## config.mk

```make
export PLATFORM = sky130hd
export DESIGN_NAME = crc_scan_dbg
export DESIGN_NICKNAME = d
export VERILOG_FILES = /design/src/rtl/crcs_pkg.sv /design/src/rtl/crcs_crc_unit.sv /design/src/rtl/crcs_seq.sv /design/src/rtl/crcs_regs.sv /design/src/rtl/crc_scan_dbg.sv
export SDC_FILE = /design/constraint.sdc
export NUM_CORES = 1
export LEC_CHECK = 0
export ABC_AREA = 1
export BUFFER_PORTS_ARGS = -buffer_cell sky130_fd_sc_hd__buf_4
export CORE_ASPECT_RATIO = 0.5
export CORE_MARGIN = 1.5
export CORE_UTILIZATION = 40
export DETAILED_ROUTE_END_ITERATION = 10
export PLACE_DENSITY = 0.59
export SLEW_MARGIN = 15
export SYNTH_ARGS = -nofsm -noshare
export SYNTH_HDL_FRONTEND = slang
export SYNTH_SLANG_ARGS = --single-unit
```

## constraint.sdc

```tcl
create_clock -name clk -period 4.1 [get_ports clk]
set_clock_uncertainty 0.2 [all_clocks]
set_input_delay 0.615 -clock clk [delete_from_list [all_inputs] [get_ports clk]]
set_output_delay 0.615 -clock clk [all_outputs]
set_load 0.05 [all_outputs]
```

## src/rtl/crcs_pkg.sv

```systemverilog
package crcs_pkg;
    localparam logic [15:0] CRC_POLY = 16'h1021;
    localparam logic [15:0] CRC_SEED = 16'hFFFF;

    localparam logic [1:0] RA_CTRLA  = 2'd0;
    localparam logic [1:0] RA_CTRLB  = 2'd1;
    localparam logic [1:0] RA_STATUS = 2'd2;

    localparam int F_EN    = 0;
    localparam int F_NMIEN = 1;
    localparam int F_MODE  = 0;
    localparam int F_BUSY  = 0;
    localparam int F_OK    = 1;

    typedef enum logic [1:0] {
        ST_IDLE,
        ST_SCAN,
        ST_HELD,
        ST_CHECK
    } scan_state_e;

    function automatic logic [15:0] crc16_step(input logic [15:0] crc, input logic [7:0] b);
        logic [15:0] c;
        c = crc ^ {b, 8'h00};
        for (int i = 0; i < 8; i++) begin
            c = c[15] ? ((c << 1) ^ CRC_POLY) : (c << 1);
        end
        return c;
    endfunction
endpackage

```

## src/rtl/crcs_crc_unit.sv

```systemverilog
module crcs_crc_unit
    import crcs_pkg::*;
(
    input  logic        clk,
    input  logic        rst_n,
    input  logic        init,
    input  logic        en,
    input  logic [7:0]  data,
    output logic [15:0] crc
);
    always_ff @(posedge clk) begin
        if (!rst_n || init) begin
            crc <= CRC_SEED;
        end else if (en) begin
            crc <= crc16_step(crc, data);
        end
    end
endmodule

```

## src/rtl/crcs_seq.sv

```systemverilog
module crcs_seq
    import crcs_pkg::*;
#(
    parameter int ADDR_W = 8
) (
    input  logic              clk,
    input  logic              rst_n,
    input  logic              go,
    input  logic              abort,
    input  logic              hold,
    input  logic              cont,
    input  logic [ADDR_W-1:0] last_addr,
    input  logic [15:0]       crc,
    output logic              busy,
    output logic              mem_rd,
    output logic [ADDR_W-1:0] mem_addr,
    output logic              crc_init,
    output logic              done,
    output logic              pass
);
    scan_state_e state_q, state_d;
    logic [ADDR_W-1:0] addr_q;

    always_ff @(posedge clk) begin
        if (!rst_n) begin
            state_q <= ST_IDLE;
        end else begin
            state_q <= state_d;
        end
    end

    always_comb begin
        state_d = state_q;
        unique case (state_q)
            ST_IDLE: begin
                if (go) state_d = hold ? ST_HELD : ST_SCAN;
            end
            ST_SCAN: begin
                if (abort)                     state_d = ST_IDLE;
                else if (hold)                 state_d = ST_HELD;
                else if (addr_q == last_addr)  state_d = ST_CHECK;
            end
            ST_HELD: begin
                if (abort)      state_d = ST_IDLE;
                else if (!hold) state_d = ST_SCAN;
            end
            ST_CHECK: begin
                if (cont && !abort) state_d = hold ? ST_HELD : ST_SCAN;
                else                state_d = ST_IDLE;
            end
            default: state_d = ST_IDLE;
        endcase
    end

    always_comb begin
        busy     = (state_q != ST_IDLE);
        mem_rd   = (state_q == ST_SCAN) && !abort && !hold;
        crc_init = (state_d == ST_SCAN) && (state_q != ST_SCAN);
        done     = (state_q == ST_CHECK);
        pass     = (crc == 16'h0000);
        mem_addr = addr_q;
    end

    always_ff @(posedge clk) begin
        if (!rst_n || crc_init) begin
            addr_q <= '0;
        end else if (mem_rd) begin
            addr_q <= addr_q + 1'b1;
        end
    end
endmodule

```

## src/rtl/crcs_regs.sv

```systemverilog
module crcs_regs
    import crcs_pkg::*;
#(
    parameter int ADDR_W = 8,
    localparam int REG_W = ADDR_W + 1
) (
    input  logic              clk,
    input  logic              rst_n,
    input  logic              wr,
    input  logic [1:0]        addr,
    input  logic [REG_W-1:0]  wdata,
    input  logic              busy,
    input  logic              done,
    input  logic              pass,
    output logic [REG_W-1:0]  rdata,
    output logic              go,
    output logic              abort,
    output logic              cont,
    output logic              mode,
    output logic [ADDR_W-1:0] last_addr,
    output logic [1:0]        status,
    output logic              nmi
);
    logic en_q, nmien_q, ok_q;
    logic wr_a, wr_b, wr_s;

    always_comb begin
        wr_a   = wr && !nmi && (addr == RA_CTRLA);
        wr_b   = wr && !nmi && (addr == RA_CTRLB);
        wr_s   = wr && !nmi && (addr == RA_STATUS);
        go     = !busy && ((wr_a && wdata[F_EN] && !en_q) || (wr_s && wdata[F_BUSY]));
        abort  = wr_s && !wdata[F_BUSY];
        cont   = mode && en_q;
        status = '0;
        status[F_BUSY] = busy;
        status[F_OK]   = ok_q && !busy;
    end

    always_ff @(posedge clk) begin
        if (!rst_n) begin
            en_q      <= 1'b0;
            nmien_q   <= 1'b0;
            mode      <= 1'b0;
            last_addr <= '0;
            ok_q      <= 1'b0;
            nmi       <= 1'b0;
        end else begin
            if (wr_a) begin
                en_q <= wdata[F_EN];
                if (!busy) nmien_q <= wdata[F_NMIEN];
            end
            if (wr_b && !busy) begin
                mode      <= wdata[F_MODE];
                last_addr <= wdata[ADDR_W:1];
            end
            if (done)      ok_q <= pass;
            else if (wr_s) ok_q <= wdata[F_OK];
            if (nmien_q && ((done && !pass) || (wr_s && !wdata[F_OK]))) nmi <= 1'b1;
        end
    end

    always_comb begin
        rdata = '0;
        unique case (addr)
            RA_CTRLA: begin
                rdata[F_EN]    = en_q;
                rdata[F_NMIEN] = nmien_q;
            end
            RA_CTRLB:  rdata = {last_addr, mode};
            RA_STATUS: rdata[1:0] = status;
            default:   rdata = '0;
        endcase
    end
endmodule

```

## src/rtl/crc_scan_dbg.sv

```systemverilog
module crc_scan_dbg
    import crcs_pkg::*;
#(
    parameter int ADDR_W = 8,
    localparam int REG_W = ADDR_W + 1
) (
    input  logic              clk,
    input  logic              rst_n,
    input  logic              reg_wr,
    input  logic [1:0]        reg_addr,
    input  logic [REG_W-1:0]  reg_wdata,
    output logic [REG_W-1:0]  reg_rdata,
    output logic              mem_rd,
    output logic [ADDR_W-1:0] mem_addr,
    input  logic [7:0]        mem_rdata,
    input  logic              dbg_mem_acc,
    input  logic              dbg_int_acc,
    input  logic              dbg_stat_rd,
    input  logic              dbg_detach,
    output logic [1:0]        dbg_status,
    output logic              nmi
);
    logic              hold_q, hold_now, release_req;
    logic              go, abort, cont, cfg_mode, busy, done, pass, crc_init;
    logic [ADDR_W-1:0] cfg_last;
    logic [15:0]       crc;
    logic [1:0]        status;

    // A memory/peripheral access arms the hold; any internal access releases it.
    always_comb begin
        release_req = dbg_int_acc || dbg_stat_rd || dbg_detach;
        hold_now    = dbg_mem_acc || hold_q;
        dbg_status  = status;
    end

    always_ff @(posedge clk) begin
        if (!rst_n) begin
            hold_q <= 1'b0;
        end else begin
            hold_q <= dbg_mem_acc || (hold_q && !release_req);
        end
    end

    crcs_regs #(.ADDR_W(ADDR_W)) u_regs (
        .clk       (clk),
        .rst_n     (rst_n),
        .wr        (reg_wr),
        .addr      (reg_addr),
        .wdata     (reg_wdata),
        .busy      (busy),
        .done      (done),
        .pass      (pass),
        .rdata     (reg_rdata),
        .go        (go),
        .abort     (abort),
        .cont      (cont),
        .mode      (cfg_mode),
        .last_addr (cfg_last),
        .status    (status),
        .nmi       (nmi)
    );

    crcs_seq #(.ADDR_W(ADDR_W)) u_seq (
        .clk       (clk),
        .rst_n     (rst_n),
        .go        (go),
        .abort     (abort),
        .hold      (hold_now),
        .cont      (cont),
        .last_addr (cfg_last),
        .crc       (crc),
        .busy      (busy),
        .mem_rd    (mem_rd),
        .mem_addr  (mem_addr),
        .crc_init  (crc_init),
        .done      (done),
        .pass      (pass)
    );

    crcs_crc_unit u_crc (
        .clk   (clk),
        .rst_n (rst_n),
        .init  (crc_init),
        .en    (mem_rd),
        .data  (mem_rdata),
        .crc   (crc)
    );
endmodule

```

==> reports/metrics.cfg <==
[worst_setup_path]
worstRegToRegCells = 9
critical_path_arrival_ps = 1800
slowest_stage = nand2_4
rrSetupSlack_ps = 2080
cp_common_cell = buf_4
critical_path.startpoint_type = primary input
setup.worst_path.end_class = output pin
crit_cells = 9
cpLargestDelayFamily = simple AND/OR/NAND/NOR gates
crit_fanout = 27
crit_chain = buf_4, inv_1, nor2_2, nand3_2, nand2_1, inv_2, nand2_4, inv_4, buf_4
timing.rr.end = u_seq.mem_addr[0]$_SDFFE_PP0P_
crit_type = primary input to output pin
worstReg2RegStart = u_regs.nmi$_SDFFE_PN0P_
max_stage_delay_ps = 250
path_buf_inv = 5
crit_required_ps = 3280

[final_layout]
drive_gt1_share_pct = 23.2
syn2layout_area_growth_pct = 21.5
layout.nets = 410
antenna_cells = 0
final_cells = 457
nFillCells = 574
design_area_sq_um = 2890
utilization_pct = 51.5

[place]
dp_slack_ps = 1490
placed_cells = 449
dp_hpwl_microns = 4100
numPortBuffers = 46
place_congestion = 0.797
placed_cell_area_sq_um = 2740

[clock_tree]
hold_buffers = 0
cts_setup_buffers = 0
numCtsBuffers = 5
cts-htree-levels = 2
post_cts_resized = 0
clk_latency_ps = 280
clk_pin_slew_worst_paths_ps = 60
clock_path_buffers = 2
cts_root_buf = clkbuf_16
clock_sinks = 40
cts_tree = built

[floorplanning]
dieArea_sq_um = 6440
rows = 19
fp.dieW_microns = 112
core-area_sq_um = 5610
initial_core_util_pct = 42.4
fp.dieH_microns = 57.5
num_io_pins = 47

[job]
drv_cap = 0

[yosys]
yosysTopAreaCell = dfxtp_1
ys.flop_type = dfxtp_1
yosysTopAreaCellShare_pct = 33.7
synth_seq_cells = 40
yosysWarnings = 0
synth_cells = 340
yosysMostFrequentCell = nand2_1
yosys-top-cells-area = dfxtp_1, nand2_1, inv_1, xnor2_1, nand3_2
ys_seq_area_share_pct = 33.7
yosysUniqueCellTypes = 34
ys_top_cells_by_count = nand2_1, inv_1, dfxtp_1
synth_edf_count = 0
synth_nets = 367
ys_async_sr_fraction_pct = 0
syn-cell-area_sq_um = 2380
avgSynthCellArea_sq_um = 6.99

[pwr]
ir_drop_mv = 0.174
power_per_cell_area_nw_per_um2 = 320
p_leak_nw = 1.34
fin_total_pwr_mw = 0.925

[detailed_routing]
antenna_left = 0
dr_total_vias = 2231
drt_pass1_iterations = 7
routedWlPerCell_microns = 12.2
drc = 6
first_iter_violations = 86
viasPerCell = 4.88
wirelength_microns = 5550

[timing]
rsz0062_at_grt = false
hold_viol_final = 0
slew_headroom_pct = 61.3
timing.setup.tns_ps = 0
tightest_slew_ps = 579
finalSetupViolCount = 0
fmax_ghz = 0.383
fin_ws_ps = 1490
finalMaxSlewViolations = 0
period_share_pct = 63.7
period_minus_slack_ps = 2610
holdWs_ps = 275

[global_route]
overflow = 0
grt_pass1_wl_microns = 9190
grt_usage_pct = 17.8
grt_pass1_vias = 2008
grt_antenna_before_repair = 0
grt_max_degree = 30

[status]
status = finished, violations left
violations = design-rule violations

[worst_hold_path]
min_path_type = flop to flop
hold_end = u_regs.mode$_SDFFE_PN0P_
worstHoldStart = u_regs.mode$_SDFFE_PN0P_
hold_depth = 2

## cells by family (layout without fill, tap and decap cells)
logic type               after synthesis  after routing  synth area share, %
buffers and inverters                 62            106                 11.3
adder cells (fa/ha/maj)                1              1                0.526
AO/OA/AOI/OAI                         50             50                 11.5
XOR/XNOR                              21             21                 7.74
multiplexers                           3              3                 1.26
AND/OR/NAND/NOR                      163            163                 34.0
flip-flops                            40             40                 33.7
## sequential cells by signal, summed over array words and instances, names as in the netlist
| name | flops |
|---|---|
| hold_q | 1 |
| u_crc.crc | 16 |
| u_regs.en_q | 1 |
| u_regs.last_addr | 8 |
| u_regs.mode | 1 |
| u_regs.nmi | 1 |
| u_regs.nmien_q | 1 |
| u_regs.ok_q | 1 |
| u_seq.mem_addr | 8 |
| u_seq.state_q | 2 |
## how the worst max path moves through the flow
stage	start	endpoint	slack, ps
after floorplan	reg_addr[0]	reg_rdata[0]	1370
final	reg_wr	mem_rd	1490
after detailed placement	reg_wr	mem_rd	1490
after global placement	reg_wr	mem_rd	1540
after CTS	reg_wr	mem_rd	1490
after global routing	reg_wr	mem_rd	1380
## area by class of cell
type	instances	area, sq um	share of cell area [%]
Multi-Input combinational cell	238	1310	45.3
Inverter	52	198	6.84
Sequential cell	40	801	27.7
Clock buffer	8	146	5.07
Timing Repair Buffer	46	345	12.0
Tap cell	73	91.3	3.16
## routing by layer
metal	track usage, %	part of all wire, %	vias to the layer above
met5	0	0	-
met4	3.98	0.79	0
met3	4.04	4.8	4
met2	28.6	44	54
met1	24.8	51	1012
li1	-	-	1161
## where the power goes
part / switching, mW / internal (mW)
registers: 0.00760 / 0.399
clock network: 0.146 / 0.243
logic: 0.0818 / 0.0489
## cells in the final DEF (no fill, tap or decap)
cell | netlist | final
nand2_1 | 74 | 74
inv_1 | 49 | 49
buf_4 | 2 | 46
dfxtp_1 | 40 | 40
nor2_1 | 30 | 30
a21oi_1 | 22 | 22
nand3_1 | 21 | 21
o21ai_0 | 16 | 16
xnor2_1 | 15 | 15
nand3_2 | 12 | 12
nor2_2 | 11 | 11
xor2_1 | 6 | 6
clkbuf_16 | 0 | 5
or2_2 | 4 | 4
a31oi_1 | 3 | 3
nand4_1 | 3 | 3
mux2i_1 | 3 | 3
o211ai_1 | 3 | 3
nor2_4 | 2 | 2
inv_2 | 2 | 2
nand2_4 | 2 | 2
nand2_2 | 2 | 2
o21ai_1 | 2 | 2
clkbuf_1 | 4 | 2
inv_4 | 1 | 1
o221ai_1 | 1 | 1
a22oi_1 | 1 | 1
a21boi_0 | 1 | 1
nand3_4 | 1 | 1
nor3_1 | 1 | 1
o21bai_1 | 1 | 1
ha_1 | 1 | 1
clkbuf_8 | 0 | 1
## worst min-delay path, stage by stage (launching register included)
cell	delay, ps
dfxtp_1	320
inv_1	50
a21oi_1	50
(Power assumes the default switching activity.)
